--- config.mk ---
export PLATFORM = sky130hd
export DESIGN_NAME = cfg_port
export DESIGN_NICKNAME = d
export VERILOG_FILES = /design/src/rtl/cfgport_pkg.sv /design/src/rtl/cfgport_keyseq.sv /design/src/rtl/cfgport_globals.sv /design/src/rtl/cfgport_route.sv /design/src/rtl/cfg_port.sv
export SDC_FILE = /design/constraint.sdc
export NUM_CORES = 1
export LEC_CHECK = 0
export ABC_AREA = 1
export BUFFER_PORTS_ARGS = -buffer_cell sky130_fd_sc_hd__clkbuf_2
export CORE_ASPECT_RATIO = 1.1
export CORE_MARGIN = 1
export CORE_UTILIZATION = 40
export DETAILED_ROUTE_END_ITERATION = 8
export PLACE_DENSITY = 0.76
export SLEW_MARGIN = 15
export SYNTH_ARGS = -nofsm -noshare
export SYNTH_HDL_FRONTEND = slang
export SYNTH_SLANG_ARGS = --single-unit
--- constraint.sdc ---
create_clock -name clk -period 1.3 [get_ports clk]
set_input_delay 0.065 -clock clk [delete_from_list [all_inputs] [get_ports clk]]
set_output_delay 0.065 -clock clk [all_outputs]
set_load 0.005 [all_outputs]
--- src/rtl/cfgport_pkg.sv ---
package cfgport_pkg;
   // Global register indices; software decodes these positions.
   localparam logic [7:0] IDX_LDSEL    = 8'h07;
   localparam logic [7:0] IDX_CHIP_HI  = 8'h20;
   localparam logic [7:0] IDX_CHIP_LO  = 8'h21;
   localparam logic [7:0] IDX_REV      = 8'h22;
   localparam logic [7:0] IDX_MAKER_HI = 8'h23;
   localparam logic [7:0] IDX_MAKER_LO = 8'h24;
   localparam logic [7:0] BYTE_ONES    = 8'hFF;

   typedef enum logic {
      PORT_LOCKED = 1'b0,
      PORT_OPEN   = 1'b1
   } port_mode_e;
endpackage

--- src/rtl/cfgport_keyseq.sv ---
module cfgport_keyseq
   import cfgport_pkg::*;
#(
   parameter int         KEY_WRITES = 2,
   parameter logic [7:0] UNLOCK_KEY = 8'h87,
   parameter logic [7:0] LOCK_KEY   = 8'hAA
) (
   input  logic       clk,
   input  logic       rst_n,
   input  logic       idx_wr,
   input  logic       any_wr,
   input  logic [7:0] wdata,
   output port_mode_e mode
);
   generate
      if (KEY_WRITES < 1 || KEY_WRITES > 255) begin : g_bad_count
         $error("KEY_WRITES must lie in 1..255");
      end

      if (KEY_WRITES == 1) begin : g_single
         always_ff @(posedge clk) begin
            if (!rst_n) begin
               mode <= PORT_LOCKED;
            end else if (mode == PORT_LOCKED) begin
               if (any_wr && idx_wr && wdata == UNLOCK_KEY) mode <= PORT_OPEN;
            end else if (idx_wr && wdata == LOCK_KEY) begin
               mode <= PORT_LOCKED;
            end
         end
      end else begin : g_multi
         localparam int CNT_W = $clog2(KEY_WRITES);
         localparam logic [CNT_W-1:0] LAST = CNT_W'(KEY_WRITES - 1);
         logic [CNT_W-1:0] seen_q;

         always_ff @(posedge clk) begin
            if (!rst_n) begin
               mode   <= PORT_LOCKED;
               seen_q <= '0;
            end else if (mode == PORT_LOCKED) begin
               if (any_wr) begin
                  if (idx_wr && wdata == UNLOCK_KEY) begin
                     if (seen_q == LAST) begin
                        mode   <= PORT_OPEN;
                        seen_q <= '0;
                     end else begin
                        seen_q <= seen_q + 1'b1;
                     end
                  end else begin
                     seen_q <= '0;
                  end
               end
            end else if (idx_wr && wdata == LOCK_KEY) begin
               mode   <= PORT_LOCKED;
               seen_q <= '0;
            end
         end
      end
   endgenerate
endmodule

--- src/rtl/cfgport_globals.sv ---
module cfgport_globals
   import cfgport_pkg::*;
#(
   parameter logic [15:0] CHIP_ID  = 16'h0A5C,
   parameter logic [7:0]  CHIP_REV = 8'h12,
   parameter logic [15:0] MAKER_ID = 16'h1934
) (
   input  logic       clk,
   input  logic       rst_n,
   input  logic       idx_load,
   input  logic       ldn_load,
   input  logic [7:0] wdata,
   output logic [7:0] index_q,
   output logic [7:0] ldn_q,
   output logic [7:0] glob_rdata
);
   always_ff @(posedge clk) begin
      if (!rst_n) begin
         index_q <= '0;
         ldn_q   <= '0;
      end else begin
         if (idx_load) index_q <= wdata;
         if (ldn_load) ldn_q   <= wdata;
      end
   end

   always_comb begin
      unique case (index_q)
         IDX_LDSEL:    glob_rdata = ldn_q;
         IDX_CHIP_HI:  glob_rdata = CHIP_ID[15:8];
         IDX_CHIP_LO:  glob_rdata = CHIP_ID[7:0];
         IDX_REV:      glob_rdata = CHIP_REV;
         IDX_MAKER_HI: glob_rdata = MAKER_ID[15:8];
         IDX_MAKER_LO: glob_rdata = MAKER_ID[7:0];
         default:      glob_rdata = 8'h00;
      endcase
   end
endmodule

--- src/rtl/cfgport_route.sv ---
module cfgport_route #(
   parameter int NUM_LD = 8
) (
   input  logic                  req,
   input  logic [7:0]            ldn,
   input  logic [NUM_LD*8-1:0]   dev_rdata,
   output logic [NUM_LD-1:0]     dev_sel,
   output logic [7:0]            sel_rdata
);
   generate
      if (NUM_LD < 1 || NUM_LD > 256) begin : g_bad_num
         $error("NUM_LD must lie in 1..256");
      end
      for (genvar k = 0; k < NUM_LD; k++) begin : g_sel
         assign dev_sel[k] = req && (ldn == 8'(k));
      end
   endgenerate

   always_comb begin
      sel_rdata = 8'h00;
      for (int k = 0; k < NUM_LD; k++) begin
         if (dev_sel[k]) sel_rdata = sel_rdata | dev_rdata[k*8 +: 8];
      end
   end
endmodule

--- src/rtl/cfg_port.sv ---
module cfg_port
   import cfgport_pkg::*;
#(
   parameter int          NUM_LD       = 8,
   parameter int          KEY_WRITES   = 2,
   parameter logic [7:0]  UNLOCK_KEY   = 8'h87,
   parameter logic [7:0]  LOCK_KEY     = 8'hAA,
   parameter logic [7:0]  DEV_BASE_IDX = 8'h30,
   parameter logic [15:0] CHIP_ID      = 16'h0A5C,
   parameter logic [7:0]  CHIP_REV     = 8'h12,
   parameter logic [15:0] MAKER_ID     = 16'h1934
) (
   input  logic                clk,
   input  logic                rst_n,
   input  logic                bus_sel,
   input  logic                bus_addr,
   input  logic                bus_wr,
   input  logic                bus_rd,
   input  logic [7:0]          bus_wdata,
   output logic [7:0]          bus_rdata,
   output logic                dev_req,
   output logic                dev_we,
   output logic [NUM_LD-1:0]   dev_sel,
   output logic [7:0]          dev_idx,
   output logic [7:0]          dev_wdata,
   input  logic [NUM_LD*8-1:0] dev_rdata
);
   generate
      if (UNLOCK_KEY == LOCK_KEY) begin : g_bad_keys
         $error("UNLOCK_KEY and LOCK_KEY must differ");
      end
      if (DEV_BASE_IDX <= IDX_MAKER_LO) begin : g_bad_base
         $error("DEV_BASE_IDX must lie above the global registers");
      end
   endgenerate

   port_mode_e mode;
   logic       port_open;
   logic [7:0] index_q;
   logic [7:0] ldn_q;
   logic [7:0] glob_rdata;
   logic [7:0] sel_rdata;
   logic       any_wr, idx_wr, data_wr, data_acc, dev_range;

   assign any_wr    = bus_sel && bus_wr;
   assign idx_wr    = any_wr && !bus_addr;
   assign data_wr   = any_wr && bus_addr;
   assign data_acc  = bus_sel && bus_addr && (bus_wr || bus_rd);
   assign port_open = (mode == PORT_OPEN);
   assign dev_range = (index_q >= DEV_BASE_IDX);

   cfgport_keyseq #(
      .KEY_WRITES(KEY_WRITES),
      .UNLOCK_KEY(UNLOCK_KEY),
      .LOCK_KEY  (LOCK_KEY)
   ) u_keyseq (
      .clk   (clk),
      .rst_n (rst_n),
      .idx_wr(idx_wr),
      .any_wr(any_wr),
      .wdata (bus_wdata),
      .mode  (mode)
   );

   cfgport_globals #(
      .CHIP_ID (CHIP_ID),
      .CHIP_REV(CHIP_REV),
      .MAKER_ID(MAKER_ID)
   ) u_globals (
      .clk       (clk),
      .rst_n     (rst_n),
      .idx_load  (port_open && idx_wr && bus_wdata != LOCK_KEY),
      .ldn_load  (port_open && data_wr && index_q == IDX_LDSEL),
      .wdata     (bus_wdata),
      .index_q   (index_q),
      .ldn_q     (ldn_q),
      .glob_rdata(glob_rdata)
   );

   assign dev_req   = port_open && data_acc && dev_range;
   assign dev_we    = dev_req && bus_wr;
   assign dev_idx   = index_q;
   assign dev_wdata = bus_wdata;

   cfgport_route #(
      .NUM_LD(NUM_LD)
   ) u_route (
      .req      (dev_req),
      .ldn      (ldn_q),
      .dev_rdata(dev_rdata),
      .dev_sel  (dev_sel),
      .sel_rdata(sel_rdata)
   );

   always_comb begin
      if (!port_open)     bus_rdata = BYTE_ONES;
      else if (!bus_addr) bus_rdata = index_q;
      else if (dev_range) bus_rdata = sel_rdata;
      else                bus_rdata = glob_rdata;
   end
endmodule

======== Yosys cells after proc, flatten, opt, wreduce, memory -nomap -nowiden ========
Index checks and enable logic that the tools add are counted.
storage, ports and cells
  flip-flop bits (word level) ............. 18
  bits in writable memories ............... 0
  memories kept ........................... 0
  word-level logic and storage cells ...... 79
  latch bits .............................. 0
  ROM bits ................................ 0
  input port bits ......................... 78
  output and inout port bits .............. 34
cells by class
  equal/unequal tests ..................... 17
  mux-type cells .......................... 22
  $mul .................................... 0
  shift operators ......................... 0
  $add $sub $neg .......................... 1
  magnitude comparators ................... 1
  bitwise operators ....................... 7
  reductions and logical operators ........ 27
  div/mod/pow operators ................... 0
operator list
  kind                 count
  $mux 8               11
  $or 8x8->8           7
  $pmux 8 s6           1
  $eq 8x3->1 const B   5
  $eq 8x6->1 const B   5
  $logic_and 1x1->1    22
  $eq 8x2->1 const B   2
  $eq 8x8->1 const B   2
  $mux 1               10
  $eq 8x1->1 const B   1
  $ge 8x6->1 const B   1
  $logic_not 8->1      1
  $ne 8x8->1 const B   1
  $ne 2x2->1 const B   1
  $reduce_and 2->1     1
  $reduce_bool 2->1    1
  $add 1x1->1 const B  1
  $logic_not 1->1      1
  $logic_or 1x1->1     1

======== Longest topological paths before layout ========
Gate-level depths: netlist of the first run.
  depth in word-level cells ............... 23
  depth in mapped cells ................... 13
  mapped depth without buffers ............ 11

======== Cells and area by module ========
From an unflattened synthesis of the first run, not the netlist that was laid out.
unflattened totals
  cells, all modules ...................... 387
  area total of the unflattened synthesis .. 2183.3 µm²
by module, submodules not included
  module           cells each  seq. area each (µm²)  times used  area each (µm²)
  cfgport_globals  112         320.3                 1           784.5
  cfgport_route    157         0.0                   1           778.2
  cfg_port         90          0.0                   1           451.7
  cfgport_keyseq   28          40.0                  1           168.9

======== Worst setup path before layout of the first run ========
Ideal clock, no wire load.
  path type ............................... reg-to-reg
  from .................................... register u_globals.index_q[0]
  to ...................................... register u_globals.ldn_q[2]
  cell stages (with the launch flop) ...... 8
  arrival time ............................ 1330 ps
  library setup time ...................... 66 ps
  clock period less this slack ............ 1396 ps
  data required time ...................... 1234 ps
  buffers on the path ..................... 1
  path slack .............................. -96 ps
  cells stage by stage .................... dfxtp_1 > inv_2 > nor3_2 > nand2_2 > nor3_4 > buf_6 > o21ai_1 > a21oi_2
between the ends
  longest elaborated chain between the ends .. 2
RTL lines
  item                      line                   text
  start: declaration        cfgport_globals.sv:13  output logic [7:0] index_q,
  start signal: assignment  cfgport_globals.sv:22  if (idx_load) index_q <= wdata;
  $eq 8x3->1                cfg_port.sv:73         .ldn_load (port_open && data_wr && index_q == IDX_LDSEL),
  $logic_and 1x1->1         cfg_port.sv:73
  end signal: assignment    cfgport_globals.sv:23  if (ldn_load) ldn_q <= wdata;
  end: declaration          cfgport_globals.sv:14  output logic [7:0] ldn_q,
No other way between the ends.
A chain may end at the register's enable or synchronous reset.

======== Worst setup path in the final report of the first run ========
  from .................................... register u_globals.index_q[6]
  to ...................................... output bus_rdata[5]
between the ends
  longest elaborated chain between the ends .. 21
  elaborated cells on any way between the ends .. 35
  classes of those cells .................. order compare (1); eq/ne (6); mux (12); bitwise (7); reduce/logical (9)
RTL lines
  item               line                 text
  $ge 8x6->1         cfg_port.sv:50       assign dev_range = (index_q >= DEV_BASE_IDX);
  $logic_and 1x1->1  cfg_port.sv:80       assign dev_req = port_open && data_acc && dev_range;
  $logic_and 1x1->1  cfgport_route.sv:15  assign dev_sel[k] = req && (ldn == 8'(k));
  $mux 8             cfgport_route.sv:22  if (dev_sel[k]) sel_rdata = sel_rdata | dev_rdata[k*8 +: 8];
  $or 8x8->8         cfgport_route.sv:22
  $mux 8             cfgport_route.sv:22
  $or 8x8->8         cfgport_route.sv:22
  $mux 8             cfgport_route.sv:22
  [5 not listed]     --
  $mux 8             cfgport_route.sv:22
  $or 8x8->8         cfgport_route.sv:22
  $mux 8             cfgport_route.sv:22
  $or 8x8->8         cfgport_route.sv:22
  $mux 8             cfgport_route.sv:22
  $mux 8 *           cfg_port.sv:98       else if (dev_range) bus_rdata = sel_rdata;
  $mux 8 *           cfg_port.sv:97       else if (!bus_addr) bus_rdata = index_q;
  $mux 8 *           cfg_port.sv:96       if (!port_open) bus_rdata = BYTE_ONES;
  end: declaration   cfg_port.sv:20       output logic [7:0] bus_rdata,
Every way passes the cells marked *; elsewhere a longest branch is shown, timed or not.

==> metrics.md, run 1 <==
| Metric | Value |
|---|---|
| Maximum count of clock buffers along a single path | `2` |
| Critical Setup Path Class | `flop to primary output` |
| Number of antenna violations at the first check in global routing | `0` |
| Vias in the first global route | `2,499` |
| Cell mode on critical path | `nand2_1` |
| Worst-path cell chain | `nor2_2 > nand2_1 > inv_2 > nor2_4 > buf_12 > nand3_1 > nand2_1 > nor2_1 > nand3_1 > nand2_1 > nand2_1 > clkbuf_2` |
| Type of origin of the critical path | `flop` |
| Routed wire length | `7300 um` |
| Endpoint kind of the worst setup timing path | `primary output` |
| H-tree depth | `1` |
| Number of pins exceeding their max-slew limit in the final report | `0` |
| DRC | `0` |
| Switching share of total power | `0.233` |
| Clock sink count | `18` |
| Cell type of the slowest stage on the worst timing path | `dfxtp_4` |
| Routed length per placed instance | `13.0 um` |
| Setup repair after global routing missed its margin | `yes` |
| Top-level I/O count | `112` |
| Power share of the clock group | `0.366` |
| Largest stage delay on the critical path | `0.36 ns` |
| First-pass GRT wire length | `10,300 um` |
| Status | `finished with violations` |
| Arrival time worst endpoint | `1.77 ns` |
| Int Power | `0.000928 W` |
| Setup violation total in the final timing report | `26` |
| Max-capacitance violation count | `0` |
| Sequential-to-total area share from yosys stat | `0.186` |
| Switching pwr | `0.000283 W` |
| Number of iterations in the first detailed-routing pass | `4` |
| Largest net degree at the start of global routing | `35` |
| Global route overflow | `0` |
| Final total power | `0.00121 W` |
| Areal power density over the cells | `373 mW/mm^2` |
| Worst min-delay path class | `input port to flop` |
| Final HPWL from detailed placement | `5590 um` |
| Cell Rows | `26` |
| Start of the worst register-to-register path | `u_globals.index_q[6]` |
| Antenna Diode Count | `0` |
| Final weighted congestion in routability-driven placement | `0.843` |
| Distinct cell type count of the synthesized netlist | `26` |
| Hold Crit Start | `bus_wdata[7]` |
| Cell area after synthesis | `0.00194 mm^2` |
| Slack of the critical path | `-0.535 ns` |
| Number of buffers added on ports | `111` |
| Detailed-route vias per instance | `5.16` |
| Share of cells above drive strength 1 | `0.499` |
| Peak fanout along the critical path | `34` |
| Number of flip-flops and latches in the synthesized netlist | `18` |
| Remaining antenna violation count | `0` |
| Chip Height | `75.0 um` |
| Horiz. Die Dim | `68.3 um` |
| Mapped Cells | `351` |
| Tcrit/Tclk final | `1.41` |
| Detailed router's first-iteration violation count | `145` |
| Part of the total power dissipated in combinational logic | `0.185` |
| Syn_nets | `429` |
| Cell at the root of the clock tree | `clkbuf_8` |
| Worst hold path cell count | `3` |
| Worst Clk Skew | `0.00455 ns` |
| Tmin final | `1.83 ns` |
| Initial standard-cell utilization of the core | `0.416` |
| Total die area | `0.00512 mm^2` |
| Final hold violation count | `0` |
| Standby leakage power | `1.78 nW` |
| Length in cells of the worst reg-to-reg path | `10` |
| Global routing usage summed across all routing layers | `0.261` |
| Proportion of power drawn by flip-flops and latches | `0.449` |
| Fraction of the core area covered by cells at the end of the flow | `0.699` |
| Violated checks | `negative setup slack` |
| Clock latency at the later pin of the worst-skew pair | `0.25 ns` |
| TritonCTS clock tree | `done` |
| Critical Path Start | `u_globals.index_q[6]` |
| Routed via count | `2,904` |
| Number of buffers added to fix hold violations after cts | `0` |
| Worst-case vdd ir drop | `0.640 mV` |
| Area delta synth->final | `67.8%` |
| Max-slew headroom | `0.719` |
| Required time worst endpoint | `1.24 ns` |
| Worst-margin pin slew | `0.422 ns` |
| Synth Warn # | `0` |
| Number of buffers created by CTS | `3` |
| Layout net count | `586` |
| CORE AREA | `0.00465 mm^2` |
| Mean instance size in the synthesized netlist | `5.52 um^2` |
| Clock Pin Slew Worst Setup and Hold Paths | `0.07 ns` |
| Highest attainable clock frequency | `545 MHz` |
[synthesized netlist by cell type (all sizes together)]
cell    number  area, um^2
dfxtp       18         360
a21boi       2        15.0
nand3b       1        7.51
a21oi       24         128
clkinv       2        7.51
nor2        45         194
nand2       87         337
buf         20         153
o21ai       21         105
nor3         9        66.3
nand4        2        12.5
nor4         2        12.5
nand3       77         385
inv         41         154
[worst max-delay path, delay by kind of cell, from the launching register on]
kind	cells	cell delay [ns]
flops	1	0.36
buf+inv	3	0.36
simple gates	9	0.80
[sequential cells by signal, summed over array words and instances, names as in the netlist]
name,count
u_globals.index_q,8
u_globals.ldn_q,8
u_keyseq.g_multi.seen_q,1
u_keyseq.mode,1
[layout make-up]
cell class / count / area (um^2)
tap: 56 / 70.1
inverter: 43 / 164
multi-input combinational: 270 / 1460
fill: 389 / 1400
sequential: 18 / 388
clock buffer: 4 / 55.1
timing repair buffer: 172 / 1110
[cell usage in the layout (no fill, tap or decap), types with 3 or more instances in the layout]
master      n
o21ai_0    14
buf_2       4
nor3_4      4
nor2_1     30
dfxtp_1     6
buf_4      50
nand2_1    75
a21oi_2     4
a21oi_1    20
dfxtp_2     7
buf_6       5
clkbuf_8    4
clkbuf_2  106
dfxtp_4     5
buf_12      5
nand2_2    11
nor2_2      7
nor2_4      8
o21ai_2     6
nand3_1    70
nand3_2     7
inv_2      11
inv_1      30
nor3_2      3
[stage by stage]
stage / TNS [ns] / cells / setup WS (ns) / cell area [um^2] / hold slack, ns
after floorplan: -0.546 / 351 / -0.0647 / 2030 / 0.192
after global placement: -3.03 / 550 / -0.236 / 2940 / 0.330
after detailed placement: -3.39 / 550 / -0.236 / 2940 / 0.328
after CTS: -7.21 / 555 / -0.488 / 3060 / 0.0857
after global routing: -11.94 / 563 / -0.657 / 3250 / 0.104
final: -9.40 / 563 / -0.535 / 3250 / 0.0797
[path summary, 6_finish.rpt]
kind                                           end  slack, ns
worst min register to register       u_keyseq.mode       0.50
worst max register to register  u_globals.ldn_q[5]      -0.42
worst min-delay path            u_globals.ldn_q[7]       0.08
worst max-delay path                  bus_rdata[5]      -0.53
[timing repair]
action | in CTS | in global routing
setup buffers | 1 | 8
endpoints found under the setup margin | 26 | 27
pin swaps | 3 | 7
gates resized for setup | 26 | 46
[power by group through the flow]
stage,sequential (W),combinational [W],clock [W]
after global routing,0.000543,0.000243,0.000466
after global placement,0.000566,0.000211,0
after detailed placement,0.000567,0.000212,0
after CTS,0.000552,0.000216,0.000447
final,0.000544,0.000224,0.000444
after floorplan,0.000566,0.0000622,0
[metal layers]
layer,track usage,wire length [um],up-vias
met5,0,0,-
met4,0.0787,102,0
met3,0.0212,468,10
met2,0.513,3870,130
met1,0.289,2860,1306
li1,-,-,1458
[logic make-up after synthesis]
logic type | synth area share
buffers and inverters | 0.162
flip-flops | 0.186
AO/OA/AOI/OAI | 0.128
AND/OR/NAND/NOR | 0.524
Note: power is estimated with default switching activity, not from simulation.
==> run 2, diff against run 1 <==
Settings changed: CORE_UTILIZATION 40 to 42, PLACE_DENSITY 0.76 to 0.77, SYNTH_HIERARCHICAL from default to 1.
==> run 2 against run 1 <==
Compared with the run above: the run ends with design-rule violations, negative setup slack left; sequential share of layout area down 0.77 points; area after synthesis up 13%; critical path depth up 4; design area up 5.2%; non-clock buffer count up 1; clock power down 7.4%; largest cell class unchanged; largest power group unchanged.
==> metrics.md, run 2 <==
| Metric | Value |
|---|---|
| Status | `finished with violations` |
| Violated checks | `design-rule violations, negative setup slack` |
| Worst hold path cell count | `3` |
| Final total power | `0.00119 W` |
| Number of buffers added on ports | `111` |
| Most used cells in the layout excluding fill and tap cells | `104 x clkbuf_2, 90 x nand3_1, 77 x nand2_1` |
| CORE AREA | `0.00500 mm^2` |
| Cell family with the largest share of critical-path delay | `simple AND/OR/NAND/NOR gates` |
| Mean instance size in the synthesized netlist | `5.64 um^2` |
| Slack of the critical path | `-0.849 ns` |
| Cell accounting for the most synthesized area | `nand3_1` |
| Clock sink count | `18` |
| Number of iterations in the first detailed-routing pass | `8` |
| Critical Path Start | `u_globals/index_q[6]` |
| Chip Height | `77.6 um` |
| DRC | `22` |
| First-pass GRT wire length | `12,800 um` |
| Distinct cell type count of the synthesized netlist | `26` |
| Type of origin of the critical path | `flop` |
| Worst min-delay path class | `input port to flop` |
| Standby leakage power | `1.81 nW` |
| Tmin final | `2.15 ns` |
| Worst-case vdd ir drop | `0.507 mV` |
| Number of antenna violations at the first check in global routing | `0` |
| Required time worst endpoint | `1.24 ns` |
| Max-slew headroom | `0.783` |
| Sequential-to-total area share from yosys stat | `0.165` |
| Routed length per placed instance | `13.3 um` |
| Total of fill cells in the finished design | `435` |
| Horiz. Die Dim | `70.7 um` |
| Power share of the clock group | `0.345` |
| Proportion of power drawn by flip-flops and latches | `0.457` |
| Setup violation total in the final timing report | `30` |
| Switching share of total power | `0.265` |
| Hold Crit Start | `bus_wdata[1]` |
| Remaining antenna violation count | `0` |
| Synth Warn # | `6` |
| Syn_nets | `465` |
| Endpoint kind of the worst setup timing path | `primary output` |
| Final hold violation count | `0` |
| Maximum count of clock buffers along a single path | `2` |
| Antenna Diode Count | `0` |
| Final weighted congestion in routability-driven placement | `0.970` |
| Highest attainable clock frequency | `465 MHz` |
| Vias in the first global route | `3,048` |
| Synth top cells by count | `93 x nand3_1, 78 x nand2_1, 60 x nor2_1` |
| Worst-margin pin slew | `0.326 ns` |
| Areal power density over the cells | `348 mW/mm^2` |
| Cell at the root of the clock tree | `clkbuf_8` |
| Synth async-reset ratio | `0` |
| Length in cells of the worst reg-to-reg path | `9` |
| Worst Clk Skew | `0.00833 ns` |
| Largest net degree at the start of global routing | `34` |
| Critical Setup Path Class | `flop to primary output` |
| Global route overflow | `0` |
| Pre-CTS setup slack | `-0.514 ns` |
| Clock latency at the later pin of the worst-skew pair | `0.27 ns` |
| CP Buf/Inv Count | `3` |
| Setup repair after global routing missed its margin | `yes` |
| Total die area | `0.00549 mm^2` |
| Mapped Cells | `387` |
| TritonCTS clock tree | `done` |
| Cell with the most instances after synthesis | `nand3_1` |
| Area share of the largest cell type after synthesis | `0.213` |
| Biggest regs | `u_globals/index_q x8, u_globals/ldn_q x8` |
| Top-level I/O count | `112` |
| H-tree depth | `1` |
| Area delta synth->final | `56.6%` |
| Number of flip-flops and latches in the synthesized netlist | `18` |
| Cell area after synthesis | `0.00218 mm^2` |
| Part of the total power dissipated in combinational logic | `0.198` |
| Arrival time worst endpoint | `2.08 ns` |
| Routed via count | `3,179` |
| Routed wire length | `7980 um` |
| Peak fanout along the critical path | `16` |
| Cell count after placement | `588` |
| Start of the worst register-to-register path | `u_keyseq/mode` |
| Layout net count | `623` |
| Cell type of the slowest stage on the worst timing path | `dfxtp_4` |
| Largest stage delay on the critical path | `0.38 ns` |
| Max-capacitance violation count | `0` |
| Clock Pin Slew Worst Setup and Hold Paths | `0.07 ns` |
| Worst-path cell chain | `nor2_8 > nand2_4 > nand3_4 > nor2_4 > nand3_2 > nor2_4 > clkbuf_16 > nand3_1 > nand2_1 > nor2_1 > nand2_1 > inv_1 > nand2_1 > nand3_1 > nand2_1 > clkbuf_2` |
| Most common cell after layout, fill and taps aside | `clkbuf_2` |
| Critical Path Stages | `16` |
| EDFF count, synth | `0` |
| Number of cells in the finished layout apart from fillers | `602` |
| Tcrit/Tclk final | `1.65` |
| Detailed-route vias per instance | `5.28` |
| Leading cell types by total area after synthesis | `nand3_1 21%, dfxtp_1 17%, nand2_1 13%, nor2_1 10%, inv_1 5.3%` |
| Initial standard-cell utilization of the core | `0.437` |
| Cell Rows | `27` |
| Final HPWL from detailed placement | `6080 um` |
| Ys flop type | `dfxtp_1` |
| Share of cells above drive strength 1 | `0.449` |
| Cell mode on critical path | `nand2_1` |
| Switching pwr | `0.000315 W` |
| Detailed router's first-iteration violation count | `260` |
| Number of buffers created by CTS | `3` |
| Number of pins exceeding their max-slew limit in the final report | `0` |
| Global routing usage summed across all routing layers | `0.289` |
| Int Power | `0.000875 W` |
[run 2: tightest hold or removal path, cell delays in order]
cell and delay (ns):
clkbuf_2 0.14, nor2_1 0.11, nor2_1 0.05
[run 2: timing repair]
item	CTS	global route
gates cloned	0	2
hold buffers	0	0
setup endpoints to repair	25	34
resized for setup	10	49
setup buffers	4	6
pin swaps	8	7
[run 2: final cells by class]
| type | count | area, um^2 | area share |
|---|---|---|---|
| clock buffers | 3 | 41.3 | 0.0121 |
| clock inverters | 1 | 3.75 | 0.00110 |
| inverters | 43 | 164 | 0.0480 |
| multi-input cells | 305 | 1620 | 0.474 |
| flip-flops and latches | 18 | 382 | 0.112 |
| well taps | 58 | 72.6 | 0.0212 |
| repair buffers | 173 | 1130 | 0.330 |
| repair inverters | 1 | 7.51 | 0.00220 |
[run 2: power by group through the flow]
| stage | Combinational [W] | Sequential [W] | Clock, W |
|---|---|---|---|
| floorplan | 0.0000673 | 0.000558 | 0 |
| global placement | 0.000223 | 0.000558 | 0 |
| detailed placement | 0.000224 | 0.000558 | 0 |
| CTS | 0.000226 | 0.000546 | 0.000405 |
| global route | 0.000255 | 0.000544 | 0.000452 |
| finish | 0.000235 | 0.000544 | 0.000411 |
[run 2: stage by stage]
| step | utilization | TNS [ns] | hold slack [ns] | area (um^2) |
|---|---|---|---|---|
| floorplan | - | -3.43 | 0.186 | 2260 |
| global route | 0.684 | -14.01 | 0.157 | 3420 |
| finish | 0.684 | -10.69 | 0.141 | 3420 |
| detailed placement | 0.631 | -5.33 | 0.373 | 3160 |
| global placement | 0.631 | -4.52 | 0.373 | 3160 |
| CTS | 0.653 | -9.55 | 0.133 | 3270 |
[run 2: logic make-up after synthesis]
kind of cell	share of synthesized area
flops	0.165
simple gates	0.590
buf+inv	0.155
compound gates	0.0905
[run 2: final timing paths]
| kind | endpoint | slack, ns |
|---|---|---|
| worst max register to register | u_globals/ldn_q[5] | -0.09 |
| worst max-delay path | bus_rdata[5] | -0.85 |
| worst min register to register | u_globals/ldn_q[7] | 0.51 |
| worst min-delay path | u_globals/ldn_q[1] | 0.14 |
[run 2: per-layer routing]
metal | routed length [um] | vias up | share of wire | track usage
met3 | 478 | 31 | 0.060 | 0.0260
met4 | 339 | 0 | 0.042 | 0.176
met1 | 3080 | 1438 | 0.39 | 0.317
met2 | 4080 | 139 | 0.51 | 0.532
li1 | - | 1571 | - | -
met5 | 0 | - | 0 | 0
